## src/rtl/alu_trap_pkg.sv

```systemverilog
package alu_trap_pkg;
  localparam int unsigned XLEN   = 32;
  localparam int unsigned IMMW   = 16;
  localparam int unsigned OPW    = 4;
  localparam int unsigned SHAMTW = $clog2(XLEN);

  typedef enum logic [OPW-1:0] {
    OP_ADD  = 4'd0,
    OP_ADDU = 4'd1,
    OP_SUB  = 4'd2,
    OP_SUBU = 4'd3,
    OP_AND  = 4'd4,
    OP_OR   = 4'd5,
    OP_SLL  = 4'd6,
    OP_SRL  = 4'd7,
    OP_SLT  = 4'd8,
    OP_SLTU = 4'd9
  } alu_op_e;

  typedef logic [XLEN-1:0] word_t;

  // Widen the immediate: sign-fill unless zero extension is requested.
  function automatic word_t widen_imm(input logic [IMMW-1:0] imm, input logic zero_fill);
    logic fill;
    fill = zero_fill ? 1'b0 : imm[IMMW-1];
    return {{(XLEN-IMMW){fill}}, imm};
  endfunction

  // Signed overflow of x + y (or x - y when is_sub), from the sign bits only.
  function automatic logic signed_ovf(input word_t x, input word_t y,
                                      input word_t r, input logic is_sub);
    logic ys;
    ys = is_sub ? ~y[XLEN-1] : y[XLEN-1];
    return (x[XLEN-1] == ys) && (r[XLEN-1] != x[XLEN-1]);
  endfunction

  // Less-than; signed form flips the sign bits so an unsigned compare can be reused.
  function automatic logic less_than(input word_t x, input word_t y, input logic as_unsigned);
    word_t xs, ys;
    xs = x;
    ys = y;
    if (!as_unsigned) begin
      xs[XLEN-1] = ~x[XLEN-1];
      ys[XLEN-1] = ~y[XLEN-1];
    end
    return xs < ys;
  endfunction
endpackage

```

## src/rtl/alu_imm_ext.sv

```systemverilog
module alu_imm_ext
  import alu_trap_pkg::*;
(
  input  logic [IMMW-1:0] imm_i,
  input  logic            zero_fill_i,
  output word_t           ext_o
);
  assign ext_o = widen_imm(imm_i, zero_fill_i);
endmodule

```

## src/rtl/alu_addsub.sv

```systemverilog
module alu_addsub
  import alu_trap_pkg::*;
(
  input  word_t x_i,
  input  word_t y_i,
  input  logic  sub_i,
  output word_t sum_o,
  output logic  sovf_o
);
  word_t y_eff;
  assign y_eff  = sub_i ? ~y_i : y_i;
  assign sum_o  = x_i + y_eff + {{(XLEN-1){1'b0}}, sub_i};
  assign sovf_o = signed_ovf(x_i, y_i, sum_o, sub_i);
endmodule

```

## src/rtl/alu_compare.sv

```systemverilog
module alu_compare
  import alu_trap_pkg::*;
(
  input  word_t x_i,
  input  word_t y_i,
  input  logic  unsigned_i,
  output logic  lt_o
);
  assign lt_o = less_than(x_i, y_i, unsigned_i);
endmodule

```

## src/rtl/alu_bitshift.sv

```systemverilog
module alu_bitshift
  import alu_trap_pkg::*;
(
  input  word_t      x_i,
  input  word_t      y_i,
  input  logic [1:0] sel_i,   // 0 and, 1 or, 2 sll, 3 srl
  output word_t      out_o
);
  logic [SHAMTW-1:0] shamt;
  assign shamt = y_i[SHAMTW-1:0];

  always_comb begin
    unique case (sel_i)
      2'd0:    out_o = x_i & y_i;
      2'd1:    out_o = x_i | y_i;
      2'd2:    out_o = x_i << shamt;
      default: out_o = x_i >> shamt;
    endcase
  end
endmodule

```

## src/rtl/int_alu_trap.sv

```systemverilog
module int_alu_trap
  import alu_trap_pkg::*;
(
  input  logic [31:0] a_i,
  input  logic [31:0] b_i,
  input  logic [15:0] imm_i,
  input  logic        use_imm_i,
  input  logic [3:0]  op_i,
  output logic [31:0] result_o,
  output logic        ovf_o
);
  alu_op_e op;
  assign op = alu_op_e'(op_i);

  // Named internal events for the checker.
  logic  logic_imm;     // immediate to be zero-extended
  logic  trap_op;       // trapping add/sub selected
  logic  is_sub;
  logic  raw_ovf;       // signed overflow of the adder, regardless of op
  logic  lt_bit;
  word_t imm_ext, opnd_b, sum, bits_out;

  assign logic_imm = (op == OP_AND) || (op == OP_OR);
  assign trap_op   = (op == OP_ADD) || (op == OP_SUB);
  assign is_sub    = (op == OP_SUB) || (op == OP_SUBU);

  alu_imm_ext u_ext (
    .imm_i       (imm_i),
    .zero_fill_i (logic_imm),
    .ext_o       (imm_ext)
  );

  assign opnd_b = use_imm_i ? imm_ext : b_i;

  alu_addsub u_as (
    .x_i    (a_i),
    .y_i    (opnd_b),
    .sub_i  (is_sub),
    .sum_o  (sum),
    .sovf_o (raw_ovf)
  );

  alu_compare u_cmp (
    .x_i        (a_i),
    .y_i        (opnd_b),
    .unsigned_i (op == OP_SLTU),
    .lt_o       (lt_bit)
  );

  alu_bitshift u_bs (
    .x_i   (a_i),
    .y_i   (opnd_b),
    .sel_i (op_i[1:0]),
    .out_o (bits_out)
  );

  always_comb begin
    unique case (op)
      OP_ADD, OP_ADDU, OP_SUB, OP_SUBU:  result_o = sum;
      OP_AND, OP_OR, OP_SLL, OP_SRL:     result_o = bits_out;
      OP_SLT, OP_SLTU:                   result_o = {{(XLEN-1){1'b0}}, lt_bit};
      default:                           result_o = '0;
    endcase
  end

  assign ovf_o = trap_op & raw_ovf;
endmodule

```

## config.mk

```make
export PLATFORM = sky130hd
export DESIGN_NAME = int_alu_trap
export DESIGN_NICKNAME = d
export VERILOG_FILES = /design/src/rtl/alu_trap_pkg.sv /design/src/rtl/alu_imm_ext.sv /design/src/rtl/alu_addsub.sv /design/src/rtl/alu_compare.sv /design/src/rtl/alu_bitshift.sv /design/src/rtl/int_alu_trap.sv
export SDC_FILE = /design/constraint.sdc
export NUM_CORES = 1
export LEC_CHECK = 0
export BUFFER_PORTS_ARGS = -buffer_cell sky130_fd_sc_hd__buf_2
export CAP_MARGIN = 20
export CORE_ASPECT_RATIO = 0.9
export CORE_UTILIZATION = 47
export DETAILED_ROUTE_END_ITERATION = 8
export GPL_TIMING_DRIVEN = 0
export PLACE_DENSITY_LB_ADDON = 0.05
export SYNTH_ARGS = -nofsm -noshare
export SYNTH_HDL_FRONTEND = slang
export SYNTH_HIERARCHICAL = 1
export SYNTH_SLANG_ARGS = --single-unit
```

## constraint.sdc

```tcl
create_clock -name vclk -period 8.3
set_input_delay 0.415 -clock vclk [all_inputs]
set_output_delay 0.415 -clock vclk [all_outputs]
set_load 0.01 [all_outputs]
```

* Word level (Yosys, flattened, before mapping)
Index checks and enable logic that the tools add are counted.
** Storage, ports and cells
- Input bits :: 85
- Word-level logic and storage cells :: 41
- Register bits :: 0
** Operators by class
- Equal/unequal tests :: 13
- Bitwise logic cells :: 6
- Order comparisons :: 1
- Add/sub/neg operators :: 2
- Reduce and logical (&&, ||, !) cells :: 9
- Mux-type cells :: 8
- Shift-type cells :: 2
** Operators with widths (count)
- $pmux 32 s3 :: 2
- $mux 32 :: 2
- $add 32x1->32 :: 1
- $add 32x32->32 :: 1
- $and 32x32->32 :: 1
- $lt 32x32->1 :: 1
- $not 32->32 :: 1
- $or 32x32->32 :: 1
- $shl 32x5->32 :: 1
- $shr 32x5->32 :: 1
- $eq 4x3->1 const B :: 4
- $eq 4x2->1 const B :: 2
- $eq 4x4->1 const B :: 2
- $reduce_or 4->1 :: 2
- $eq 4x1->1 const B :: 1
- $logic_not 4->1 :: 1
- $mux 1 :: 4
- $logic_or 1x1->1 :: 3
- $eq 2x1->1 const B :: 1
- $eq 2x2->1 const B :: 1
- $logic_not 2->1 :: 1
- $not 1->1 :: 2
- $reduce_or 2->1 :: 1
- $and 1x1->1 :: 1
- other kinds (3) :: 3

* Longest topological paths before layout
- Word-level depth :: 11
- Mapped depth :: 18
- Mapped depth without buffers :: 14

* By module
The synthesis kept the hierarchy.
** By module, submodules not included
- alu_bitshift :: cells an instance 649, area each 4908.5 µm², times used 1
- alu_addsub :: cells an instance 299, area each 2090.8 µm², times used 1
- int_alu_trap :: cells an instance 114, area each 984.7 µm², times used 1
- alu_compare :: cells an instance 115, area each 792.0 µm², times used 1
- alu_imm_ext :: cells an instance 32, area each 246.5 µm², times used 1

* Least setup slack after synthesis
Ideal clock, no wire load.
- Path type :: input-to-output
- Start :: input port op_i[2]
- End :: output port result_o[26]
- Data arrival time :: 3.749 ns
- Data required time :: 7.885 ns
- Cell stages on the path :: 17
- Slack :: 4.136 ns
- Path buffers :: 4
- Cells stage by stage :: buf_6 > buf_6 > nor3b_1 > clkbuf_1 > buf_1 > xor2_1 > inv_1 > fa_1 > nor2b_1 > o31a_1 > o211ai_2 > o211ai_1 > o21ai_1 > o311ai_1 > xor2_1 > mux2i_1 > nor2_1
** RTL lines
- start: declaration :: RTL line int_alu_trap.sv:8 : input logic [3:0] op_i,
- $eq 4x2->1 :: RTL line int_alu_trap.sv:25 : assign is_sub = (op == OP_SUB) || (op == OP_SUBU);
- $logic_or 1x1->1 (*) :: RTL line int_alu_trap.sv:25
- via is_sub :: RTL line int_alu_trap.sv:18 : logic is_sub;
- $mux 32 :: RTL line alu_addsub.sv:11 : assign y_eff = sub_i ? ~y_i : y_i;
- $add 32x32->32 :: RTL line alu_addsub.sv:12 : assign sum_o = x_i + y_eff + {{(XLEN-1){1'b0}}, sub_i};
- $add 32x1->32 (*) :: RTL line alu_addsub.sv:12
- via sum[26] :: RTL line int_alu_trap.sv:21 : word_t imm_ext, opnd_b, sum, bits_out;
- $pmux 32 s3 (*) :: RTL line int_alu_trap.sv:58 : unique case (op)
- end: declaration :: RTL line int_alu_trap.sv:9 : output logic [31:0] result_o,
Mark *: on every way through the listed nets, which the timed path passes. The rest lies on a longest branch.

* Worst setup path after layout
Same ends and word-level chain as after synthesis.

==> qor.yml <==
drt:
  ant_nets: 0
  drt_iter0_markers: 1842
  vias: 11216
  drc_errors: 0
  wirelength_um: 48000
  dr.pass1.iters: 6
  viasPerCell: 7.20
  wl_per_cell_um: 30.8
global_routing:
  grt_max_degree: 17
  grt_usage_pct: 47.4
  grt_pass1_wl_um: 68500
  grt_remaining_overflow: 0
  antenna_found_initial: 0
  grt_pass1_vias: 10185
logic_synthesis:
  synth_fp_nets: 1355
  synthAdderAreaFrac_pct: 8.76
  synthDistinctLibCells: 93
  seq_area_frac_synth_pct: 0
  synthCells: 1209
  avgSynthCellArea_um2: 7.46
  synth_commonest_cells: "105 x nor2_1, 103 x nand2_1, 97 x mux2i_1"
  synth.mux.area_fraction_pct: 29.7
  yosys.area_share.simple_pct: 17.4
  synth_warnings: 6
  yosysMostFrequentCell: "nor2_1"
  synth_xor_area_share_pct: 5.92
  syn_area_um2: 9020
  synth_compound_area_share_pct: 26.4
  yosysTopAreaCell: "mux2i_1"
  synth_top_family_by_area: "multiplexers"
  yosysTopAreaCellShare_pct: 10.8
  yosys-top-cells-area: "mux2i_1 11%, mux4_2 11%, ha_1 8.3%"
floorplan:
  die_area_um2: 19800
  start_util_pct: 48.6
  dieWidth_um: 148
  chipHeight_um: 133
  core_area_um2: 18600
  ios: 118
  floorplan.rows: 47
setup_path:
  crit_path_end_kind: "output port"
  critPathMaxStageDelay_ns: 0.72
  crit_family: "buffers and inverters"
  crit_type: "input port to output port"
  critical_path_required_ns: 7.89
  cp_cell_sequence: "buf_2 > buf_6 > buf_6 > nor3b_1 > clkbuf_1 > buf_1 > xor2_1 > inv_1 > fa_1 > nor2b_1 > o31a_1 > o211ai_2 > o211ai_1 > o21ai_1 > o311ai_1 > xor2_1 > mux2i_1 > nor2_1 > buf_2"
  worstPathMaxFanout: 10
  start_kind: "input port"
  cp.arrival_ns: 4.91
  timing.critical_path.slowest_stage_cell: "buf_1"
  cp_num_buf_inv: 7
timing:
  hold_violations: 0
  setup_violations: 0
  clock.fmax_mhz: 188
  max_slew_margin_pct: 16.4
  post-route-min-period_ns: 5.33
  drv_slew: 0
  tightest_slew_ns: 1.25
  finalCritPeriodShare_pct: 64.2
  grt_setup_unrepaired: "false"
  setup_ws_ns: 2.97
  fin_setup_tns_ns: 0
  hold_ws_ns: 1.15
placement:
  port_buffers: 102
  place_ws_ns: 3.13
  dpl.hpwl_um: 38000
  place_congestion: 1.09
clock_network:
  cts_resized: 0
  postCtsSetupRepairBufs: 0
  ctsHoldBuffers: 0
cells_and_area:
  nets: 1459
  ff_latch_area_um2: 0
  nClkBuffers: 0
  design.seq.count: 0
  drive_gt1_share_pct: 23.3
  final_util_pct: 53.0
  areaGrowthSynthToFinish_pct: 9.08
job:
  maxCapViolCount: 0
min_path:
  hold_class: "input port to output port"
status:
  status: "complete, no violations"
==> logic make-up (layout without fill, tap and decap cells) <==
logic type / Yosys count / in the layout
fa+ha+maj: 63 / 63
other cells: 0 / 1
buf+inv: 193 / 295
simple gates: 331 / 331
xor+xnor: 61 / 61
compound gates: 357 / 357
mux: 204 / 204
==> area by class of cell <==
class | instances | area [um2]
buffer | 147 | 892
antenna | 1 | 2.50
timing repair buffer | 102 | 510
tap | 245 | 307
inverter | 46 | 173
multi-input combinational | 1016 | 7960
fill | 1863 | 8740
==> per-stage QoR <==
stage | std cells | cell area (um2)
after floorplan | 1209 | 9020
after global placement | 1556 | 9840
after detailed placement | 1556 | 9840
after CTS | 1556 | 9840
after global routing | 1556 | 9840
final | 1557 | 9840
==> layer usage <==
metal / vias to the layer above / global-route usage [%] / part of all wire (%)
met5: - / 0 / 0
met4: 0 / 18.9 / 5.0
met3: 190 / 16.9 / 16
met2: 1020 / 67.3 / 40
met1: 5314 / 64.4 / 39
li1: 4692 / - / -
==> cells in the final DEF (no fill, tap or decap), types with 14 or more instances in the layout <==
cell and n:
mux2i_1 97, nand3_1 28, mux4_2 43, o211ai_1 21, nor2_1 105, nand2_1 103
mux2_2 57, o21ai_0 68, clkbuf_1 63, ha_1 60, xor2_1 44, buf_6 14
xnor2_1 17, o22ai_1 18, buf_2 121, buf_4 38, a21oi_1 92, nor2b_1 19
nand2b_1 14, inv_1 45, o21a_1 17, a31oi_1 14
==> worst paths after layout <==
path	cells past startpoint	from	slack (ns)	to
setup / recovery	19	op_i[2]	2.97	result_o[26]
hold / removal	3	op_i[0]	1.15	ovf_o
